$ cat config.mk
export PLATFORM = sky130hd
export DESIGN_NAME = pwm_gen_top
export DESIGN_NICKNAME = d
export VERILOG_FILES = /design/src/rtl/pwm_pkg.sv /design/src/rtl/pwm_shadow_regs.sv /design/src/rtl/pwm_timebase.sv /design/src/rtl/pwm_pair.sv /design/src/rtl/pwm_gen_top.sv
export SDC_FILE = /design/constraint.sdc
export NUM_CORES = 1
export LEC_CHECK = 0
export BUFFER_PORTS_ARGS = -buffer_cell sky130_fd_sc_hd__buf_2
export CAP_MARGIN = 20
export CORE_ASPECT_RATIO = 0.7
export CORE_MARGIN = 3
export CORE_UTILIZATION = 59
export DETAILED_ROUTE_END_ITERATION = 16
export PLACE_DENSITY = 0.9
export SYNTH_ARGS = -nofsm -noshare
export SYNTH_HDL_FRONTEND = slang
export SYNTH_SLANG_ARGS = --single-unit
$ cat constraint.sdc
create_clock -name clk_i -period 8.3 [get_ports clk_i]
set_input_delay 1.66 -clock clk_i [delete_from_list [all_inputs] [get_ports clk_i]]
set_output_delay 1.66 -clock clk_i [all_outputs]
set_load 0.05 [all_outputs]
$ cat src/rtl/pwm_pkg.sv
package pwm_pkg;

    typedef enum logic [1:0] {
        ALIGN_TRAIL  = 2'd0,
        ALIGN_LEAD   = 2'd1,
        ALIGN_CENTER = 2'd2,
        ALIGN_SPARE  = 2'd3
    } align_e;

    localparam logic [1:0] FLD_0 = 2'd0;
    localparam logic [1:0] FLD_1 = 2'd1;
    localparam logic [1:0] FLD_2 = 2'd2;

endpackage

$ cat src/rtl/pwm_shadow_regs.sv
module pwm_shadow_regs
    import pwm_pkg::*;
#(
    parameter int NUM_PAIRS = 3,
    parameter int PER_W     = 8,
    parameter int CNT_W     = 12,
    parameter int DT_W      = 6,
    parameter int AW        = 4,
    parameter int DW        = 12
) (
    input  logic                                clk_i,
    input  logic                                rst_ni,
    input  logic                                wr_en_i,
    input  logic [AW-1:0]                       wr_addr_i,
    input  logic [DW-1:0]                       wr_data_i,
    output logic [PER_W-1:0]                    sh_per_o,
    output logic [CNT_W-1:0]                    sh_duty_o,
    output align_e                              sh_mode_o,
    output logic [NUM_PAIRS-1:0][CNT_W-1:0]     sh_phase_o,
    output logic [NUM_PAIRS-1:0][DT_W-1:0]      sh_dtr_o,
    output logic [NUM_PAIRS-1:0][DT_W-1:0]      sh_dtf_o
);
    localparam int PG_W = AW - 2;

    typedef struct packed {
        logic [PER_W-1:0]                per;
        logic [CNT_W-1:0]                duty;
        align_e                          mode;
        logic [NUM_PAIRS-1:0][CNT_W-1:0] ph;
        logic [NUM_PAIRS-1:0][DT_W-1:0]  dtr;
        logic [NUM_PAIRS-1:0][DT_W-1:0]  dtf;
    } shadow_t;

    shadow_t s_d, s_q;
    logic [PG_W-1:0] page;
    logic [1:0]      field;

    assign page  = wr_addr_i[AW-1:2];
    assign field = wr_addr_i[1:0];

    always_comb begin
        s_d = s_q;
        if (wr_en_i) begin
            if (page == '0) begin
                case (field)
                    FLD_0:   s_d.per  = wr_data_i[PER_W-1:0];
                    FLD_1:   s_d.duty = wr_data_i[CNT_W-1:0];
                    FLD_2:   s_d.mode = align_e'(wr_data_i[1:0]);
                    default: ;
                endcase
            end
            for (int p = 0; p < NUM_PAIRS; p++) begin
                if (page == PG_W'(p + 1)) begin
                    case (field)
                        FLD_0:   s_d.ph[p]  = wr_data_i[CNT_W-1:0];
                        FLD_1:   s_d.dtr[p] = wr_data_i[DT_W-1:0];
                        FLD_2:   s_d.dtf[p] = wr_data_i[DT_W-1:0];
                        default: ;
                    endcase
                end
            end
        end
    end

    always_ff @(posedge clk_i) begin
        if (!rst_ni) s_q <= '0;
        else         s_q <= s_d;
    end

    assign sh_per_o   = s_q.per;
    assign sh_duty_o  = s_q.duty;
    assign sh_mode_o  = s_q.mode;
    assign sh_phase_o = s_q.ph;
    assign sh_dtr_o   = s_q.dtr;
    assign sh_dtf_o   = s_q.dtf;

endmodule

$ cat src/rtl/pwm_timebase.sv
module pwm_timebase
    import pwm_pkg::*;
#(
    parameter int PER_W   = 8,
    parameter int STEP_SH = 4,
    parameter int CNT_W   = PER_W + STEP_SH
) (
    input  logic             clk_i,
    input  logic             rst_ni,
    input  logic             en_i,
    input  logic [PER_W-1:0] sh_per_i,
    input  logic [CNT_W-1:0] sh_duty_i,
    input  align_e           sh_mode_i,
    output logic [CNT_W-1:0] cnt_o,
    output logic [CNT_W-1:0] per_clk_o,
    output logic [CNT_W-1:0] duty_o,
    output align_e           mode_o,
    output logic             active_o,
    output logic             load_o,
    output logic             strobe_o
);
    typedef struct packed {
        logic             run;
        logic [CNT_W-1:0] cnt;
        logic [PER_W-1:0] per;
        logic [CNT_W-1:0] duty;
        align_e           mode;
        logic             strobe;
    } tbase_t;

    tbase_t t_d, t_q;
    logic [PER_W-1:0] per_eff;
    logic [CNT_W-1:0] per_clk;
    logic [CNT_W-1:0] last;
    logic             active;
    logic             load;

    always_comb begin
        per_eff = (t_q.per == '0) ? PER_W'(1) : t_q.per;
        per_clk = CNT_W'(per_eff) << STEP_SH;
        last    = per_clk - 1'b1;
        active  = en_i && t_q.run;
        load    = en_i && (!t_q.run || (t_q.cnt == last));

        t_d        = t_q;
        t_d.strobe = active && (t_q.cnt == '0);
        if (!en_i) begin
            t_d.run = 1'b0;
            t_d.cnt = '0;
        end else if (!t_q.run) begin
            t_d.run = 1'b1;
            t_d.cnt = '0;
        end else begin
            t_d.cnt = (t_q.cnt == last) ? '0 : t_q.cnt + 1'b1;
        end
        if (load) begin
            t_d.per  = sh_per_i;
            t_d.duty = sh_duty_i;
            t_d.mode = sh_mode_i;
        end
    end

    always_ff @(posedge clk_i) begin
        if (!rst_ni) t_q <= '0;
        else         t_q <= t_d;
    end

    assign cnt_o     = t_q.cnt;
    assign per_clk_o = per_clk;
    assign duty_o    = (t_q.duty > per_clk) ? per_clk : t_q.duty;
    assign mode_o    = t_q.mode;
    assign active_o  = active;
    assign load_o    = load;
    assign strobe_o  = t_q.strobe;

endmodule

$ cat src/rtl/pwm_pair.sv
module pwm_pair
    import pwm_pkg::*;
#(
    parameter int CNT_W = 12,
    parameter int DT_W  = 6
) (
    input  logic             clk_i,
    input  logic             rst_ni,
    input  logic             active_i,
    input  logic             load_i,
    input  logic [CNT_W-1:0] cnt_i,
    input  logic [CNT_W-1:0] per_clk_i,
    input  logic [CNT_W-1:0] duty_i,
    input  align_e           mode_i,
    input  logic [CNT_W-1:0] sh_phase_i,
    input  logic [DT_W-1:0]  sh_dtr_i,
    input  logic [DT_W-1:0]  sh_dtf_i,
    output logic             hi_o,
    output logic             lo_o
);
    localparam int RW = DT_W + 1;

    typedef struct packed {
        logic [CNT_W-1:0] ph;
        logic [DT_W-1:0]  dtr;
        logic [DT_W-1:0]  dtf;
        logic [RW-1:0]    run_hi;
        logic [RW-1:0]    run_lo;
        logic             hi;
        logic             lo;
    } pair_t;

    pair_t p_d, p_q;
    logic [CNT_W-1:0] ph_eff;
    logic [CNT_W-1:0] tl;
    logic [CNT_W-1:0] span;
    logic [CNT_W-1:0] start;
    logic [CNT_W:0]   stop_x;
    logic             raw;
    logic [RW-1:0]    nh;
    logic [RW-1:0]    nl;

    always_comb begin
        ph_eff = (p_q.ph >= per_clk_i) ? per_clk_i - 1'b1 : p_q.ph;
        tl     = (cnt_i >= ph_eff) ? cnt_i - ph_eff : cnt_i + per_clk_i - ph_eff;
        span   = per_clk_i - duty_i;
        start  = span >> 1;
        stop_x = {1'b0, start} + {1'b0, duty_i};
        case (mode_i)
            ALIGN_LEAD:   raw = (tl >= span);
            ALIGN_CENTER: raw = (tl >= start) && ({1'b0, tl} < stop_x);
            default:      raw = (tl < duty_i);
        endcase

        nh = raw  ? ((p_q.run_hi == '1) ? p_q.run_hi : p_q.run_hi + 1'b1) : '0;
        nl = !raw ? ((p_q.run_lo == '1) ? p_q.run_lo : p_q.run_lo + 1'b1) : '0;

        p_d = p_q;
        if (!active_i) begin
            p_d.run_hi = '0;
            p_d.run_lo = '0;
            p_d.hi     = 1'b0;
            p_d.lo     = 1'b0;
        end else begin
            p_d.run_hi = nh;
            p_d.run_lo = nl;
            p_d.hi     = raw  && (nh > {1'b0, p_q.dtr});
            p_d.lo     = !raw && (nl > {1'b0, p_q.dtf});
        end
        if (load_i) begin
            p_d.ph  = sh_phase_i;
            p_d.dtr = sh_dtr_i;
            p_d.dtf = sh_dtf_i;
        end
    end

    always_ff @(posedge clk_i) begin
        if (!rst_ni) p_q <= '0;
        else         p_q <= p_d;
    end

    assign hi_o = p_q.hi;
    assign lo_o = p_q.lo;

endmodule

$ cat src/rtl/pwm_gen_top.sv
module pwm_gen_top
    import pwm_pkg::*;
#(
    parameter int NUM_PAIRS = 3,
    parameter int PER_W     = 8,
    parameter int STEP      = 16,
    parameter int DT_W      = 6,
    parameter int STEP_SH   = $clog2(STEP),
    parameter int CNT_W     = PER_W + STEP_SH,
    parameter int AW        = $clog2(NUM_PAIRS + 1) + 2,
    parameter int DW        = CNT_W
) (
    input  logic                 clk_i,
    input  logic                 rst_ni,
    input  logic                 en_i,
    input  logic                 wr_en_i,
    input  logic [AW-1:0]        wr_addr_i,
    input  logic [DW-1:0]        wr_data_i,
    output logic [NUM_PAIRS-1:0] pwm_hi_o,
    output logic [NUM_PAIRS-1:0] pwm_lo_o,
    output logic                 strobe_o
);
    logic [PER_W-1:0]                sh_per;
    logic [CNT_W-1:0]                sh_duty;
    align_e                          sh_mode;
    logic [NUM_PAIRS-1:0][CNT_W-1:0] sh_phase;
    logic [NUM_PAIRS-1:0][DT_W-1:0]  sh_dtr;
    logic [NUM_PAIRS-1:0][DT_W-1:0]  sh_dtf;

    logic [CNT_W-1:0] cnt;
    logic [CNT_W-1:0] per_clk;
    logic [CNT_W-1:0] duty;
    align_e           mode;
    logic             active;
    logic             load;
    logic             strobe;
    logic [NUM_PAIRS-1:0] hi_vec;
    logic [NUM_PAIRS-1:0] lo_vec;

    pwm_shadow_regs #(
        .NUM_PAIRS(NUM_PAIRS), .PER_W(PER_W), .CNT_W(CNT_W),
        .DT_W(DT_W), .AW(AW), .DW(DW)
    ) u_shadow (
        .clk_i(clk_i), .rst_ni(rst_ni),
        .wr_en_i(wr_en_i), .wr_addr_i(wr_addr_i), .wr_data_i(wr_data_i),
        .sh_per_o(sh_per), .sh_duty_o(sh_duty), .sh_mode_o(sh_mode),
        .sh_phase_o(sh_phase), .sh_dtr_o(sh_dtr), .sh_dtf_o(sh_dtf)
    );

    pwm_timebase #(
        .PER_W(PER_W), .STEP_SH(STEP_SH), .CNT_W(CNT_W)
    ) u_tbase (
        .clk_i(clk_i), .rst_ni(rst_ni), .en_i(en_i),
        .sh_per_i(sh_per), .sh_duty_i(sh_duty), .sh_mode_i(sh_mode),
        .cnt_o(cnt), .per_clk_o(per_clk), .duty_o(duty), .mode_o(mode),
        .active_o(active), .load_o(load), .strobe_o(strobe)
    );

    for (genvar k = 0; k < NUM_PAIRS; k++) begin : g_pair
        pwm_pair #(
            .CNT_W(CNT_W), .DT_W(DT_W)
        ) u_pair (
            .clk_i(clk_i), .rst_ni(rst_ni),
            .active_i(active), .load_i(load),
            .cnt_i(cnt), .per_clk_i(per_clk), .duty_i(duty), .mode_i(mode),
            .sh_phase_i(sh_phase[k]), .sh_dtr_i(sh_dtr[k]), .sh_dtf_i(sh_dtf[k]),
            .hi_o(hi_vec[k]), .lo_o(lo_vec[k])
        );
    end

    assign pwm_hi_o = hi_vec & {NUM_PAIRS{en_i}};
    assign pwm_lo_o = lo_vec & {NUM_PAIRS{en_i}};
    assign strobe_o = strobe & en_i;

endmodule

-- Word-level counts from Yosys, hierarchy flattened
Cells that the tools add are included.
- register bits: 250
- input port bits: 20
- word-level logic and storage cells: 162
- $add $sub $neg: 17
- order comparisons: 25
- eq/ne operators: 14
- mux-type cells: 26
- bitwise gates (word level): 6
- reduce and logical (&&, ||, !) cells: 35
- operators with widths (cell ; count):
    12-bit greater-or-equal comparator ; 9
    12-bit two-way mux ; 9
    7-bit two-way mux ; 12
    12-bit subtractor ; 7
    7-bit by 1-bit adder with 7-bit output, second input constant ; 6
    7-bit == test, second input constant ; 6
    7-bit by 6-bit > comparator with 1-bit output ; 6
    12-bit by 13-bit less-than comparator with 1-bit output ; 3
    12-bit by 11-bit greater-or-equal comparator with 1-bit output ; 3
    12-bit less-than comparator ; 3
    3-bit AND reduction ; 12
    11-bit by 12-bit adder with 13-bit output ; 1
    13-bit two-way mux ; 1
    12-bit by 1-bit adder with 12-bit output, second input constant ; 1
    12-bit adder ; 1
    12-bit == test ; 1
    12-bit > comparator ; 1
    1-bit logical AND ; 12
    12-bit zero test ; 1
    12-bit by 1-bit subtractor with 12-bit output, second input constant ; 1
    2-bit == test, second input constant ; 4
    8-bit zero test ; 1
    8-bit two-way mux ; 1
    3-bit bitwise AND ; 2
    other kinds (9) ; 19

-- Depth between registers and ports, before layout
Gate-level depths: netlist of the first run.
- word-level depth: 12
- gate-level depth with buffers: 46
- mapped depth without buffers: 45

-- By module
A second synthesis of the first run with hierarchy kept.
- cells, all modules: 2752
- area, all modules: 23827.9 um^2
- by module, submodules not included (module ; times used ; cells each ; area an instance (um^2)):
    pwm_pair (g_pair[0].u_pair) ; 1 ; 711 ; 6079.6
    pwm_pair (g_pair[1].u_pair) ; 1 ; 712 ; 6018.3
    pwm_pair (g_pair[2].u_pair) ; 1 ; 706 ; 5845.6
    pwm_shadow_regs ; 1 ; 337 ; 3460.8
    pwm_timebase ; 1 ; 279 ; 2379.8
    pwm_gen_top ; 1 ; 7 ; 43.8

-- Worst setup path before layout of the first run
OpenSTA, ideal clock, no wires.
- kind: flip-flop to flip-flop
- start point: register u_tbase.t_q[18] in the netlist's numbering
- end point: register g_pair[0].u_pair.p_q, in the netlist g_pair[0].u_pair.lo_o
- setup time: 0.135 ns
- data arrival time: 8.253 ns
- path slack: -0.089 ns
- cell stages (with the launch flop): 46
- clock period less this slack: 8.389 ns
- cells stage by stage: dfxtp_1 -> or3_1 -> or4_4 -> o21ba_2 -> inv_1 -> ha_1 -> nor2b_1 -> o211ai_1 -> a21oi_1 -> nor2_1 -> nor2_2 -> a21oi_1 -> inv_1 -> ha_1 -> o31ai_1 -> nand2b_1 -> xor2_1 -> ha_1 -> [... 10 more ...] -> nor2_1 -> nand2_1 -> a21oi_1 -> o31ai_1 -> maj3_1 -> maj3_2 -> a211oi_2 -> buf_6 -> nor2_1 -> ha_1 -> nor2b_1 -> o21a_1 -> o21ai_0 -> nand2b_1 -> a21oi_1 -> nor2b_1 -> o22ai_1 -> a211oi_1
- cells in the longest elaborated chain, start to end: 12
- ends and longest elaborated chain (item ; line ; source):
    start: declaration ; pwm_timebase.sv:31 ; tbase_t t_d, t_q;
    start signal: assignment ; pwm_timebase.sv:65 ; else t_q <= t_d;
    8-bit zero test ; pwm_timebase.sv:39 ; per_eff = (t_q.per == '0) ? PER_W'(1) : t_q.per;
    8-bit two-way mux (*) ; pwm_timebase.sv:39 ;
    12-bit > comparator (tied with other cells) ; pwm_timebase.sv:70 ; assign duty_o = (t_q.duty > per_clk) ? per_clk : t_q.duty;
    12-bit two-way mux, on equally long branches ; pwm_timebase.sv:70, pwm_pair.sv:44 ;
    12-bit subtractor (tied with other cells) ; pwm_pair.sv:46 ; span = per_clk_i - duty_i;
    11-bit by 12-bit adder with 13-bit output / 12-bit two-way mux (equally long branches) ; pwm_pair.sv:48, pwm_pair.sv:45 ;
    12-bit by 13-bit less-than comparator with 1-bit output / 12-bit by 11-bit greater-or-equal comparator with 1-bit output (equally long branches) ; pwm_pair.sv:51 ; ALIGN_CENTER: raw = (tl >= start) && ({1'b0, tl} < stop_x);
    1-bit logical AND ; pwm_pair.sv:51 ;
    1-bit case mux with 2 select lines (*) ; pwm_pair.sv:49 ; case (mode_i)
    7-bit two-way mux (*) ; pwm_pair.sv:56 ; nl = !raw ? ((p_q.run_lo == '1) ? p_q.run_lo : p_q.run_lo + 1'b1) : '0;
    named net g_pair[0].u_pair.nl[1] ; pwm_pair.sv:41 ; logic [RW-1:0] nl;
    7-bit by 6-bit > comparator with 1-bit output (*) ; pwm_pair.sv:68 ; p_d.lo = !raw && (nl > {1'b0, p_q.dtf});
    1-bit logical AND (*) ; pwm_pair.sv:68 ;
    end signal: assignment ; pwm_pair.sv:79 ; else p_q <= p_d;
    end: declaration ; pwm_pair.sv:33 ; pair_t p_d, p_q;
Mark *: on every way through the listed nets, which the timed path passes. The rest lies on a longest branch.
A chain may end at the register's enable or synchronous reset.

-- Worst setup path in the final report of the first run
- start point: register u_tbase.t_q[18] in the netlist's numbering
- end point: register g_pair[1].u_pair.p_q, in the netlist g_pair[1].u_pair.lo_o
- cells in the longest elaborated chain, start to end: 12
- ends and longest elaborated chain (item ; line):
    8-bit zero test ; pwm_timebase.sv:39
    8-bit two-way mux (*) ; pwm_timebase.sv:39
    12-bit > comparator (tied with other cells) ; pwm_timebase.sv:70
    12-bit two-way mux, on equally long branches ; pwm_timebase.sv:70, pwm_pair.sv:44
    12-bit subtractor (tied with other cells) ; pwm_pair.sv:46
    11-bit by 12-bit adder with 13-bit output / 12-bit two-way mux (equally long branches) ; pwm_pair.sv:48, pwm_pair.sv:45
    12-bit by 13-bit less-than comparator with 1-bit output / 12-bit by 11-bit greater-or-equal comparator with 1-bit output (equally long branches) ; pwm_pair.sv:51
    1-bit logical AND ; pwm_pair.sv:51
    1-bit case mux with 2 select lines (*) ; pwm_pair.sv:49
    7-bit two-way mux (*) ; pwm_pair.sv:56
    named net g_pair[1].u_pair.nl[1] ; pwm_pair.sv:41
    7-bit by 6-bit > comparator with 1-bit output (*) ; pwm_pair.sv:68
    1-bit logical AND (*) ; pwm_pair.sv:68
    end signal: assignment ; pwm_pair.sv:79
    end: declaration ; pwm_pair.sv:33
Marks and branches as above.

==> results of run 1 <==
[sequential cells by signal (all words and copies together) (netlist names)]
name                 cells
u_tbase.strobe_o         1
u_shadow.sh_duty_o      12
u_tbase.cnt_o           12
u_shadow.sh_mode_o       2
u_shadow.sh_dtr_o       18
u_tbase.mode_o           2
g_pair.u_pair.hi_o       3
g_pair.u_pair.lo_o       3
u_tbase.t_q             21
u_shadow.sh_per_o        8
u_shadow.sh_phase_o     36
g_pair.u_pair.p_q      114
u_shadow.sh_dtf_o       18
[metrics by stage]
| stage | cells | util [%] | area (sq um) |
|---|---|---|---|
| after floorplan | 2254 | - | 18900 |
| after global placement | 2749 | 64.6 | 20200 |
| after detailed placement | 2749 | 64.6 | 20200 |
| after CTS | 2791 | 67.3 | 21100 |
| after global routing | 2810 | 69.3 | 21700 |
| final | 2810 | 69.3 | 21700 |
[critical path, delay by kind of cell, from the launching register on]
family,cells,cell delay [ns]
AO/OA/AOI/OAI,18,3.22
buffers and inverters,3,0.28
flip-flops,1,0.32
adder cells (fa/ha/maj),5,1.14
AND/OR/NAND/NOR,15,2.99
[routing by layer]
layer	global-route usage [%]	up-vias	share of wire [%]
met5	0	-	0
met4	7.94	0	2.6
met3	6.56	145	10
met2	52.0	849	43
met1	48.4	8420	44
li1	-	8218	-
[cell families (layout without fill, tap and decap cells)]
logic type                 count (synthesis)  after routing  synth area share [%]
AOI/OAI and AO/OA                        523            523                  19.1
xor gates and xnor gates                 117            117                  5.49
adders and majority gates                296            296                  19.7
buffers and inverters                    176            312                  3.67
DFF                                      250            250                  26.5
muxes                                    100            100                  5.44
and+or+nand+nor                          792            792                  20.1
[repair_timing]
action                                  4_1_cts  5_1_grt
pin swaps                                     4       55
hold endpoints to repair                      0        0
gates resized for setup                      15      110
endpoints found under the setup margin        5        6
setup buffers                                 4       20
[final cells by class]
type,count,area (sq um)
multi-input cells,1828,13700
fillers,2321,9620
flip-flops and latches,250,5000
repair buffers,183,1340
clock buffers,30,652
well taps,420,526
inverters,91,344
clock inverters,8,121
[power groups by stage]
| stage | clock network (mW) | registers, mW | logic, mW |
|---|---|---|---|
| floorplan | 0 | 1.25 | 1.16 |
| global placement | 0 | 1.25 | 1.73 |
| detailed placement | 0 | 1.25 | 1.80 |
| CTS | 1.11 | 1.22 | 1.83 |
| global route | 1.16 | 1.22 | 2.20 |
| finish | 1.12 | 1.22 | 2.03 |
[cells in the final DEF (no fill, tap or decap), types with 10 or more instances in the layout]
cell	n
nor3_1	37
nand3_1	42
o21ai_0	47
a211oi_1	24
ha_1	280
and3_1	24
buf_2	25
nor4_1	12
nand2_1	334
buf_4	154
mux2i_1	83
a21boi_0	104
dfxtp_1	250
nor3_2	10
a21oi_1	77
a21boi_1	26
inv_1	86
nor2_1	118
xor2_1	57
clkbuf_16	23
nor2b_1	95
a21o_1	51
nand2b_1	34
o21a_1	55
nand4_1	20
and2_1	13
xnor2_1	52
o21ai_1	16
a21oi_2	17
[how the worst max path moves through the flow]
stage                               start  slack [ns]  depth (start not counted)                     to
after global routing      u_tbase.t_q[18]       -0.15                         41  g_pair[1].u_pair.lo_o
after CTS                 u_tbase.t_q[18]        0.02                         44  g_pair[0].u_pair.hi_o
after global placement    u_tbase.t_q[18]       -0.06                         37  g_pair[1].u_pair.hi_o
final                     u_tbase.t_q[18]        0.19                         41  g_pair[1].u_pair.lo_o
after floorplan           u_tbase.t_q[18]       0.005                         45  g_pair[0].u_pair.lo_o
after detailed placement  u_tbase.t_q[18]       -0.43                         41  g_pair[0].u_pair.hi_o
==> impl_metrics.toml, run 1 <==
[run_status]
status = "finished, final reports clean"

[logic_synthesis]
synth_common_cells = "nand2_1 (335), ha_1 (289), dfxtp_1 (250), nor2_1 (122), a21boi_0 (105)"
yosys_warnings = 0
seq_area_frac_synth_pct = 26.5
synthesis.area_sq_mm = 0.0189
async_flop_share_pct = 0
synthCells = 2254
synth_top_area_cell = "dfxtp_1"
synth_fp_nets = 2567
ys_types = 78
ys_top_cells_by_area = "dfxtp_1 (26%), ha_1 (19%), nand2_1 (6.7%)"
ys_ff_latch = 250
synth_flop_cell = "dfxtp_1"
yosysTopAreaCellShare_pct = 26.5
avgSynthCellArea_sq_um = 8.39
synth_edf_count = 0
synthMostInstantiatedCell = "nand2_1"

[drt]
viasPerCell = 6.27
vias = 17600
drt_iter0_drc = 1938
drc_errors = 0
avgRoutedWirePerCell_um = 21.3
antenna_left = 0
wirelength_um = 60000
dr.pass1.iters = 5

[timing]
post-route-period-util_pct = 97.7
hold_viol = 0
drv_slew = 0
layout_setup_ws_ns = 0.191
grt_setup_unrepaired = "yes"
fin_crit_ns = 8.11
final-setup-viol-count = 0
whs_ns = 0.455
relSlewSlack_pct = 30.6
tns_ns = 0
max_freq_ghz = 0.123
finalClockSkew_ns = 0.0144
worst_pin_slew_ns = 1.04

[clock_network]
cts_root_buf = "clkbuf_16"
cts_tree = "built"
clockBufferDepth = 3
clock-sinks = 250
clk_pin_slew_ns = 0.08
h-tree-depth = 1
cts-hold-fix-buffers = 0
cts_buffers = 22
clk_latency_ns = 0.52

[run]
drv_cap = 0

[global_route]
globalRouteOverflowTotal = 0
grt_max_degree = 132
grt_use_total_pct = 33.6
grt_pass1_wl_um = 91000
grt_pass1_vias = 16800
antenna_found_initial = 0

[min_path]
hold_class = "flop to flop"
min_from = "g_pair[2].u_pair.p_q[25]"
min_to = "g_pair[2].u_pair.p_q[25]"
hold_depth = 2

[setup_path]
r2r_end = "g_pair[1].u_pair.lo_o"
crit_path_max_fanout = 5
cp-end-kind = "flop"
critical_path.max_stage_delay_ns = 0.45
arrival_ns = 8.49
required_ns = 8.68
reg2regPathDepth = 41
start_kind = "flop"
slowest_stage = "or4b_4"
worst-r2r-setup-slack_ns = 0.19
critical_path_class = "flop to flop"
reg2reg_from = "u_tbase.t_q[18]"

[placement]
dp_hpwl_um = 44800
place.gp.congestion = 1.02
post-place-ws_ns = -0.434
io_buffer_count = 26

[floorplan]
rows = 54
die_area_sq_mm = 0.0343
initial_core_util_pct = 60.3
die_w_um = 220
core_sq_mm = 0.0314
io_pins = 27
die_h_um = 156

[power_and_ir_drop]
fin_total_pwr_mw = 4.36
leakagePower_nw = 9.00
ir_worst_vdd_uv = 187
pwr-share-clk_pct = 25.6
switchingPower_mw = 1.63
switching_share_pct = 37.3
comb_power_share_pct = 46.4
p_int_mw = 2.74
powerDensity_mw_per_mm2 = 201
seqPwrFrac_pct = 28.0

[final_layout]
diodes = 0
nets = 2689
area_growth_syn_to_layout_pct = 14.9
drive_above_1_share_pct = 14.5
(Power assumes the default switching activity.)
==> run 2, diff against run 1 <==
--- a/config.mk
+++ b/config.mk
@@ -16,2 +16,3 @@
 export SYNTH_HDL_FRONTEND = slang
+export SYNTH_HIERARCHICAL = 1
 export SYNTH_SLANG_ARGS = --single-unit
==> constraint.sdc (replaced) <==
create_clock -name clk_i -period 8.3 [get_ports clk_i]
set_input_delay 0 -clock clk_i [delete_from_list [all_inputs] [get_ports clk_i]]
set_output_delay 0 -clock clk_i [all_outputs]
set_load 0.05 [all_outputs]
==> run 2 against run 1 <==
  * Synthesized cell count grew 22%
  * Via count grew 20%
  * Global-route usage is 1.2 points lower
  * Clock power grew 4%
  * Clock skew up 0.011 ns
  * Non-clock buffer count shrank 13
  * Cell count increased by 21%
  * Critical path type unchanged
  * Critical endpoint is now g_pair[2].u_pair/hi_o
==> impl_metrics.toml, run 2 <==
[clock_network]
clk_latency_ns = 0.56
clockBufferDepth = 3
clock-sinks = 250
h-tree-depth = 1
clk_pin_slew_ns = 0.07
cts_root_buf = "clkbuf_16"
cts_tree = "built"
cts_buffers = 25

[setup_path]
arrival_ns = 8.70
critical_path_class = "flop to flop"
start_kind = "flop"
reg2regPathDepth = 36
crit_path_max_fanout = 6
slowest_stage = "o41a_1"
cp-end-kind = "flop"
critical_path.max_stage_delay_ns = 0.52
required_ns = 8.73

[logic_synthesis]
yosys.area_share.xor_xnor_pct = 6.86
synthMostInstantiatedCell = "ha_1"
avgSynthCellArea_sq_um = 8.66
async_flop_share_pct = 0
synth_common_cells = "ha_1 (371), dfxtp_1 (250), nand2_1 (227), inv_1 (212), mux2i_1 (206)"
synth_compound_gate_area_share_pct = 15.6
synthCells = 2752
ys_top_cells_by_area = "dfxtp_1 (21%), ha_1 (19%), mux2i_1 (8.7%)"
synth_top_family_by_area = "adder cells"
seq_area_frac_synth_pct = 21.0
synth_top_area_cell = "dfxtp_1"
yosysTopAreaCellShare_pct = 21.0
synthesis.area_sq_mm = 0.0238
synthSimpleGateAreaFrac_pct = 18.6
ys_ff_latch = 250
synth_edf_count = 0
yosys.area_share.adder_pct = 23.0
yosys_warnings = 6
synth.area.mux_share_pct = 9.22
ys_types = 102
synth_flop_cell = "dfxtp_1"

[drt]
drc_errors = 0
avgRoutedWirePerCell_um = 21.4
antenna_left = 0
vias = 21200
wirelength_um = 72700
dr.pass1.iters = 5
viasPerCell = 6.24
drt_iter0_drc = 2223

[floorplan]
die_w_um = 246
rows = 60
core_sq_mm = 0.0391
initial_core_util_pct = 60.9
die_area_sq_mm = 0.0429
die_h_um = 174
io_pins = 27

[final_layout]
nets = 3288
area_growth_syn_to_layout_pct = 10.9
final_common_cell = "ha_1"
largest_register = "g_pair.u_pair/p_q"
final_cell_mix = "ha_1 (369), dfxtp_1 (247), nand2_1 (226)"
design_area_sq_mm = 0.0264
largest_reg_flops = 114
drive_above_1_share_pct = 13.8

[global_route]
grt_use_total_pct = 32.4
globalRouteOverflowTotal = 0
grt_pass1_vias = 20300
antenna_found_initial = 2
grt_pass1_wl_um = 111000
grt_max_degree = 112

[min_path]
hold_class = "primary input to flop"
hold_depth = 3

[placement]
place.gp.congestion = 1.05
dp_hpwl_um = 55700
io_buffer_count = 26
place_area_sq_mm = 0.0248

[timing]
post-route-period-util_pct = 99.6
tns_ns = 0
finalClockSkew_ns = 0.0254
drv_slew = 0
grt_setup_unrepaired = "yes"
worst_pin_slew_ns = 1.07
relSlewSlack_pct = 28.6
hold_viol = 0
whs_ns = 0.0548
max_freq_ghz = 0.121
fin_crit_ns = 8.27
final-setup-viol-count = 0

[power_and_ir_drop]
ir_worst_vdd_uv = 203
fin_total_pwr_mw = 4.00
leakagePower_nw = 11.5
powerDensity_mw_per_mm2 = 151

[run]
drv_cap = 0

[run_status]
status = "finished, final reports clean"
run 2: routing by layer:
metal | GRT usage [%] | routed length, um
met5 | 0 | 11
met2 | 48.3 | 30100
met1 | 45.5 | 31700
met3 | 10.5 | 8880
met4 | 7.35 | 1950
run 2: where the power goes:
part	leakage, nW	internal [mW]	switching [mW]
clock	0.417	0.663	0.507
sequential	2.02	1.21	0.00959
combinational	9.02	0.691	0.919
run 2: worst max-delay path: cells and delay by family, from the launching register on:
family / cells / cell delay [ns]
AO/OA/AOI/OAI: 21 / 4.74
XOR/XNOR: 1 / 0.19
AND/OR/NAND/NOR: 5 / 0.51
adder cells (fa/ha/maj): 5 / 1.69
flip-flops: 1 / 0.36
buffers and inverters: 3 / 0.24
multiplexers: 1 / 0.40
run 2: kinds of logic (layout without fill, tap and decap cells):
kind of cell             after synthesis  count (layout)
AO/OA/AOI/OAI                        545             546
flip-flops                           250             250
adder cells (fa/ha/maj)              413             413
XOR/XNOR                             185             185
buffers and inverters                311             429
other                                  1               5
AND/OR/NAND/NOR                      829             829
multiplexers                         218             218
run 2: final cells by class:
class / count / area (sq um)
multi-input cells: 2195 / 17800
fillers: 2994 / 12700
flip-flops and latches: 250 / 5010
repair buffers: 170 / 1280
inverters: 213 / 803
clock buffers: 35 / 703
well taps: 527 / 659
clock inverters: 11 / 134
diodes: 1 / 2.50
run 2: metrics by stage:
step	instances	worst slack, ns	util (%)
global route	3402	-0.164	67.5
CTS	3365	0.000365	66.1
floorplan	2755	0.180	-
detailed placement	3308	-0.211	63.5
global placement	3308	-0.00649	63.5
finish	3402	0.0300	67.5
run 2: what timing repair did:
item	CTS	global route
cloned	0	1
setup endpoints to repair	5	6
resized for setup	13	94
pin swaps	2	34
setup buffers	3	35
hold buffers	8	0
hold endpoints to repair	71	0
run 2: path summary, 6_finish.rpt:
path	startpoint	endpoint	slack, ns
setup / recovery	u_tbase/t_q[21]	g_pair[2].u_pair/hi_o	0.03
hold / removal	wr_data_i[8]	u_shadow/sh_phase_o[20]	0.05
setup reg to reg	u_tbase/t_q[21]	g_pair[2].u_pair/hi_o	0.03
hold reg to reg	u_shadow/sh_duty_o[3]	u_tbase/t_q[6]	0.45
